==> src/rtl/blk_load_pkg.sv <==
package blk_load_pkg;

  typedef enum logic [1:0] {
    ST_IDLE  = 2'd0,
    ST_ISSUE = 2'd1,
    ST_WAIT  = 2'd2
  } seq_state_t;

  localparam int CAUSE_W = 2;

endpackage

==> src/rtl/blr_regfile.sv <==
module blr_regfile #(
  parameter int DW = 32,
  parameter int RW = 4
) (
  input  logic          clk,
  input  logic          we,
  input  logic [RW-1:0] wsel,
  input  logic [DW-1:0] wdata,
  input  logic [RW-1:0] asel,
  output logic [DW-1:0] adata,
  input  logic [RW-1:0] bsel,
  output logic [DW-1:0] bdata
);
  localparam int NREG = 1 << RW;

  logic [DW-1:0] mem [NREG];

  always_ff @(posedge clk) begin
    if (we) mem[wsel] <= wdata;
    bdata <= mem[bsel];
  end

  assign adata = mem[asel];
endmodule

==> src/rtl/blr_ctrl.sv <==
module blr_ctrl
  import blk_load_pkg::*;
#(
  parameter int AW = 16,
  parameter int RW = 4
) (
  input  logic               clk,
  input  logic               rst,
  input  logic               start,
  input  logic [RW-1:0]      start_reg,
  input  logic [AW-1:0]      start_addr,
  input  logic [RW-1:0]      cond_code,
  output logic               mem_req_valid,
  input  logic               mem_req_ready,
  output logic [AW-1:0]      mem_req_addr,
  input  logic               rsp_valid,
  input  logic               rsp_prot,
  input  logic               rsp_nomem,
  output logic [RW-1:0]      src_sel,
  output logic               rf_we,
  output logic [RW-1:0]      rf_wsel,
  output logic               wsrc_rf,
  output logic               busy,
  output logic               done,
  output logic               trap,
  output logic [AW-1:0]      trap_addr,
  output logic [CAUSE_W-1:0] trap_cause
);
  localparam int NREG = 1 << RW;
  localparam int KW   = RW + 1;

  seq_state_t     state;
  logic [RW-1:0]  dst;
  logic [AW-1:0]  waddr;
  logic [KW-1:0]  kcnt;
  logic [KW-1:0]  total;
  logic           low;
  logic           last;
  logic           fault;

  always_comb begin
    low           = (waddr < AW'(NREG));
    last          = (kcnt == total - KW'(1));
    fault         = rsp_prot | rsp_nomem;
    mem_req_valid = (state == ST_ISSUE) && !low;
    mem_req_addr  = waddr;
    src_sel       = waddr[RW-1:0];
    wsrc_rf       = (state == ST_ISSUE);
    rf_wsel       = dst;
    rf_we         = ((state == ST_ISSUE) && low) ||
                    ((state == ST_WAIT) && rsp_valid && !fault);
  end

  always_ff @(posedge clk) begin
    if (rst) begin
      state      <= ST_IDLE;
      dst        <= '0;
      waddr      <= '0;
      kcnt       <= '0;
      total      <= '0;
      busy       <= 1'b0;
      done       <= 1'b0;
      trap       <= 1'b0;
      trap_addr  <= '0;
      trap_cause <= '0;
    end else begin
      done <= 1'b0;
      trap <= 1'b0;
      case (state)
        ST_IDLE: begin
          if (start) begin
            dst   <= start_reg;
            waddr <= start_addr;
            kcnt  <= '0;
            total <= (cond_code == '0) ? KW'(NREG) : KW'(cond_code);
            busy  <= 1'b1;
            state <= ST_ISSUE;
          end
        end
        ST_ISSUE: begin
          if (!low && mem_req_ready) state <= ST_WAIT;
        end
        ST_WAIT: begin
          if (rsp_valid && fault) begin
            trap       <= 1'b1;
            trap_addr  <= waddr;
            trap_cause <= {rsp_nomem, rsp_prot};
            busy       <= 1'b0;
            state      <= ST_IDLE;
          end
        end
        default: state <= ST_IDLE;
      endcase
      if (rf_we) begin
        if (last) begin
          done  <= 1'b1;
          busy  <= 1'b0;
          state <= ST_IDLE;
        end else begin
          kcnt  <= kcnt + KW'(1);
          dst   <= dst + RW'(1);
          waddr <= waddr + AW'(1);
          state <= ST_ISSUE;
        end
      end
    end
  end
endmodule

==> src/rtl/blk_load_seq.sv <==
module blk_load_seq
  import blk_load_pkg::*;
#(
  parameter int AW = 16,
  parameter int DW = 32,
  parameter int RW = 4
) (
  input  logic               clk,
  input  logic               rst,
  input  logic               start,
  input  logic [RW-1:0]      start_reg,
  input  logic [AW-1:0]      start_addr,
  input  logic [RW-1:0]      cond_code,
  output logic               busy,
  output logic               done,
  output logic               trap,
  output logic [AW-1:0]      trap_addr,
  output logic [CAUSE_W-1:0] trap_cause,
  output logic               mem_req_valid,
  input  logic               mem_req_ready,
  output logic [AW-1:0]      mem_req_addr,
  input  logic               mem_rsp_valid,
  input  logic [DW-1:0]      mem_rsp_data,
  input  logic               mem_rsp_prot,
  input  logic               mem_rsp_nomem,
  input  logic               host_wr_en,
  input  logic [RW-1:0]      host_wr_sel,
  input  logic [DW-1:0]      host_wr_data,
  input  logic [RW-1:0]      host_rd_sel,
  output logic [DW-1:0]      host_rd_data
);
  logic          seq_we;
  logic [RW-1:0] seq_wsel;
  logic          wsrc_rf;
  logic [RW-1:0] src_sel;
  logic [DW-1:0] src_data;
  logic          rf_we;
  logic [RW-1:0] rf_wsel;
  logic [DW-1:0] rf_wdata;

  blr_ctrl #(.AW(AW), .RW(RW)) ctrl_i (
    .clk           (clk),
    .rst           (rst),
    .start         (start),
    .start_reg     (start_reg),
    .start_addr    (start_addr),
    .cond_code     (cond_code),
    .mem_req_valid (mem_req_valid),
    .mem_req_ready (mem_req_ready),
    .mem_req_addr  (mem_req_addr),
    .rsp_valid     (mem_rsp_valid),
    .rsp_prot      (mem_rsp_prot),
    .rsp_nomem     (mem_rsp_nomem),
    .src_sel       (src_sel),
    .rf_we         (seq_we),
    .rf_wsel       (seq_wsel),
    .wsrc_rf       (wsrc_rf),
    .busy          (busy),
    .done          (done),
    .trap          (trap),
    .trap_addr     (trap_addr),
    .trap_cause    (trap_cause)
  );

  always_comb begin
    if (seq_we) begin
      rf_we    = 1'b1;
      rf_wsel  = seq_wsel;
      rf_wdata = wsrc_rf ? src_data : mem_rsp_data;
    end else begin
      rf_we    = host_wr_en && !busy;
      rf_wsel  = host_wr_sel;
      rf_wdata = host_wr_data;
    end
  end

  blr_regfile #(.DW(DW), .RW(RW)) rf_i (
    .clk   (clk),
    .we    (rf_we),
    .wsel  (rf_wsel),
    .wdata (rf_wdata),
    .asel  (src_sel),
    .adata (src_data),
    .bsel  (host_rd_sel),
    .bdata (host_rd_data)
  );
endmodule

==> config.mk <==
export PLATFORM = sky130hd
export DESIGN_NAME = blk_load_seq
export DESIGN_NICKNAME = d
export VERILOG_FILES = /design/src/rtl/blk_load_pkg.sv /design/src/rtl/blr_regfile.sv /design/src/rtl/blr_ctrl.sv /design/src/rtl/blk_load_seq.sv
export SDC_FILE = /design/constraint.sdc
export NUM_CORES = 1
export LEC_CHECK = 0
export BUFFER_PORTS_ARGS = -buffer_cell sky130_fd_sc_hd__buf_4
export CELL_PAD_IN_SITES_DETAIL_PLACEMENT = 0
export CELL_PAD_IN_SITES_GLOBAL_PLACEMENT = 1
export CORE_AREA = 5 5 286 288
export CTS_CLUSTER_SIZE = 40
export DETAILED_ROUTE_END_ITERATION = 10
export DIE_AREA = 0 0 291 293
export PLACE_DENSITY_LB_ADDON = 0.2
export SYNTH_ARGS = -nofsm -noshare
export SYNTH_HDL_FRONTEND = slang
export SYNTH_HIERARCHICAL = 1
export SYNTH_SLANG_ARGS = --single-unit
export TNS_END_PERCENT = 10
==> constraint.sdc <==
create_clock -name clk -period 6.6 [get_ports clk]
set_input_delay 1.32 -clock clk [delete_from_list [all_inputs] [get_ports clk]]
set_output_delay 1.32 -clock clk [all_outputs]
set_load 0.01 [all_outputs]
==> metrics.yaml <==
netlist_area_um2: 27300
drive_above_1_share_pct: 34.4
grt_use_met2_pct: 32.5
maxSlewViolCount: 0
htreeDepth: 3
max_freq_mhz: 228
fill_cells: 7169
yosysSeqAreaShare_pct: 62.5
synth_edf_count: 512
antenna_found_initial: 1
cts-root-buf: "clkbuf_16"
power_frac_comb_pct: 12.7
postCtsSetupRepairBufs: 0
peakVddDrop_v: 0.000158
grt_pass1_wl_mm: 118
period_share_pct: 66.5
hold_buffers: 0
grt_use_total_pct: 18.6
viasPerCell: 5.62
seqCellArea_um2: 17100
drv_cap: 0
gp_congestion: 0.744
cts_resized: 0
async_flop_share_pct: 0
multiInputGateArea_um2: 9660
switchingPower_w: 0.00238
ys_warn_count: 6
seqPwrFrac_pct: 46.0
num_antenna_cells: 0
clockPowerShare_pct: 41.3
start_util_pct: 34.7
end_kind: "register"
die_area_um2: 85300
dp_slack_ns: 1.49
rows: 103
rsz0062_at_grt: "no"
utilization_pct: 40.9
critPathArrivalTime_ns: 4.69
dr_total_vias: 16121
fin_setup_tns_ns: 0
top_usage_layer: "met2"
finalWirelength_mm: 80.3
met1_usage_pct: 24.0
hold_viol_final: 0
ys_types: 63
min_path_type: "reg -> reg"
skew_ns: 0.0187
p_leak_nw: 10.4
max_slew.worst_pin.slew_ns: 1.23
grt_pass1_vias: 17542
cts.clk_slew.worst_paths_ns: 0.05
p_int_w: 0.00719
grt_max_degree: 68
drtPass1Iterations: 5
status: "finished clean"
pin_count: 174
syn2layout_area_growth_pct: 17.6
die_x_um: 291
cp.required_ns: 6.90
nets: 1869
sw_frac_of_total_pct: 24.8
setup_violations: 0
numPortBuffers: 173
overflow: 0
core_um2: 78600
ys_ff_latch: 597
hpwlAfterDp_mm: 47.1
detail_route.wl_per_cell_um: 28.0
cp_max_fo: 34
relSlewSlack_pct: 18.2
die_h_um: 293
cts_tree: "yes"
drtIter0Drc: 1365
worst_slack_ns: 2.21
critical_path_class: "in -> reg"
ant_nets: 0
power.density_nw_per_um2: 298
layout_min_cycle_time_ns: 4.39
cts_buffers: 72
drc: 0
syn-mean-instance-area_um2: 17.0
cts.path.max_buffers: 3
cts.sinks: 597
grtUsageMet3_pct: 3.30
yosys_most_used_dff: "edfxtp_1"
syn_nets: 1710
clk_latency_ns: 0.60
postSynthCellCount: 1602
cp-start-kind: "input pin"
-- critical path: stages --
cell,delay (ns)
buf_4,0.09
and3b_1,0.30
nand2_1,0.17
and2_4,0.26
inv_4,0.34
mux2_2,0.43
or3b_2,0.59
nor2_4,0.78
buf_4,0.36
-- path summary, 6_finish.rpt --
| kind | endpoint | cells after the start | slack (ns) | start |
|---|---|---|---|---|
| worst max-delay path | rf_i/mem[1][10] | 9 | 2.21 | mem_rsp_valid |
| worst min-delay path | ctrl_i/trap_addr[13] | 2 | 0.46 | ctrl_i/trap_addr[13] |
| worst max register to register | rf_i/mem[1][10] | 8 | 2.50 | ctrl_i/mem_req_addr[7] |
| worst min register to register | ctrl_i/trap_addr[13] | 2 | 0.46 | ctrl_i/trap_addr[13] |
-- power by group through the flow --
stage | clock network (W) | registers (W) | logic (W)
floorplan | 0 | 0.00443 | 0.000814
global placement | 0 | 0.00448 | 0.00123
detailed placement | 0 | 0.00448 | 0.00124
CTS | 0.00406 | 0.00441 | 0.00124
global route | 0.00421 | 0.00442 | 0.00131
finish | 0.00395 | 0.00440 | 0.00122
-- per-layer routing --
layer  part of all wire [%]  vias up
li1                       -     6989
met1                     41     8538
met2                     51      488
met3                    5.3      106
met4                    2.2        0
met5                      0        -
-- placed cells by master, fill, tap and decap left out, types with 7 or more instances in the layout --
cell type / count
nor2_1: 51
bufinv_16: 8
o211ai_1: 12
buf_4: 214
mux4_2: 256
clkinv_1: 14
nor2_4: 14
edfxtp_1: 512
dfxtp_1: 83
o21ai_0: 8
a21oi_1: 59
nor3_1: 12
clkbuf_1: 11
nand4_1: 8
a32oi_1: 11
nand2_1: 138
inv_1: 7
nand3_1: 22
mux2i_1: 32
a22oi_1: 129
clkinv_2: 11
clkbuf_16: 73
-- cells in the mapped netlist, drive strengths merged (3+ instances only) --
library cell / n / share of area, %
mux2: 5 / 0.21
o221ai: 5 / 0.16
a32oi: 11 / 0.35
dfxtp: 85 / 6.2
mux2i: 32 / 1.2
inv: 8 / 0.11
a31oi: 4 / 0.092
edfxtp: 512 / 56
nor2b: 10 / 0.23
nor2: 65 / 0.89
o2111ai: 5 / 0.18
nand4: 9 / 0.23
buf: 79 / 1.9
nand2: 138 / 1.9
a22oi: 129 / 3.5
a41o: 3 / 0.11
mux4: 256 / 21
clkbuf: 55 / 0.76
nand3: 22 / 0.40
and2: 6 / 0.15
nand3b: 5 / 0.14
o21ai: 9 / 0.16
nor4: 5 / 0.28
o211ai: 12 / 0.33
a21oi: 62 / 1.1
nor3: 16 / 0.29
o31ai: 3 / 0.082
xnor2: 4 / 0.13
nand4b: 3 / 0.096
ha: 4 / 0.18
or3: 6 / 0.14
and3: 6 / 0.14
-- layout make-up --
type                    count  share of cell area [%]
well taps                1050                    4.09
inverters                   8                   0.101
multi-input cells         863                    30.1
clock inverters            41                    1.29
flip-flops and latches    597                    53.2
repair buffers            219                    5.29
clock buffers              88                    5.99
-- state kept, by name, indices dropped and copies added, names as in the netlist --
signal and flops:
ctrl_i/state 2, ctrl_i/total 5, ctrl_i/done 1, ctrl_i/trap_cause 2, rf_i/bdata 32, ctrl_i/trap 1, ctrl_i/trap_addr 16, ctrl_i/mem_req_addr 16
rf_i/mem 512, ctrl_i/rf_wsel 4, ctrl_i/kcnt 5, ctrl_i/busy 1
-- metrics by stage --
step | power [W] | instances | hold WS [ns] | cell area, µm²
global placement | 0.00571 | 2737 | 0.444 | 29800
finish | 0.00957 | 2866 | 0.459 | 32100
global route | 0.00994 | 2866 | 0.477 | 32100
floorplan | 0.00525 | 1602 | 0.444 | 27300
detailed placement | 0.00573 | 2737 | 0.451 | 29800
CTS | 0.00971 | 2866 | 0.459 | 32100
-- cells by family after synthesis --
group | count (synthesis) | share of synthesized area, %
AOI/OAI and AO/OA | 258 | 6.65
xor gates and xnor gates | 6 | 0.192
adders and majority gates | 4 | 0.183
buffers and inverters | 142 | 2.77
DFF | 597 | 62.5
muxes | 293 | 22.5
and+or+nand+nor | 302 | 5.20
No activity file was read; power rests on OpenSTA's default activity.
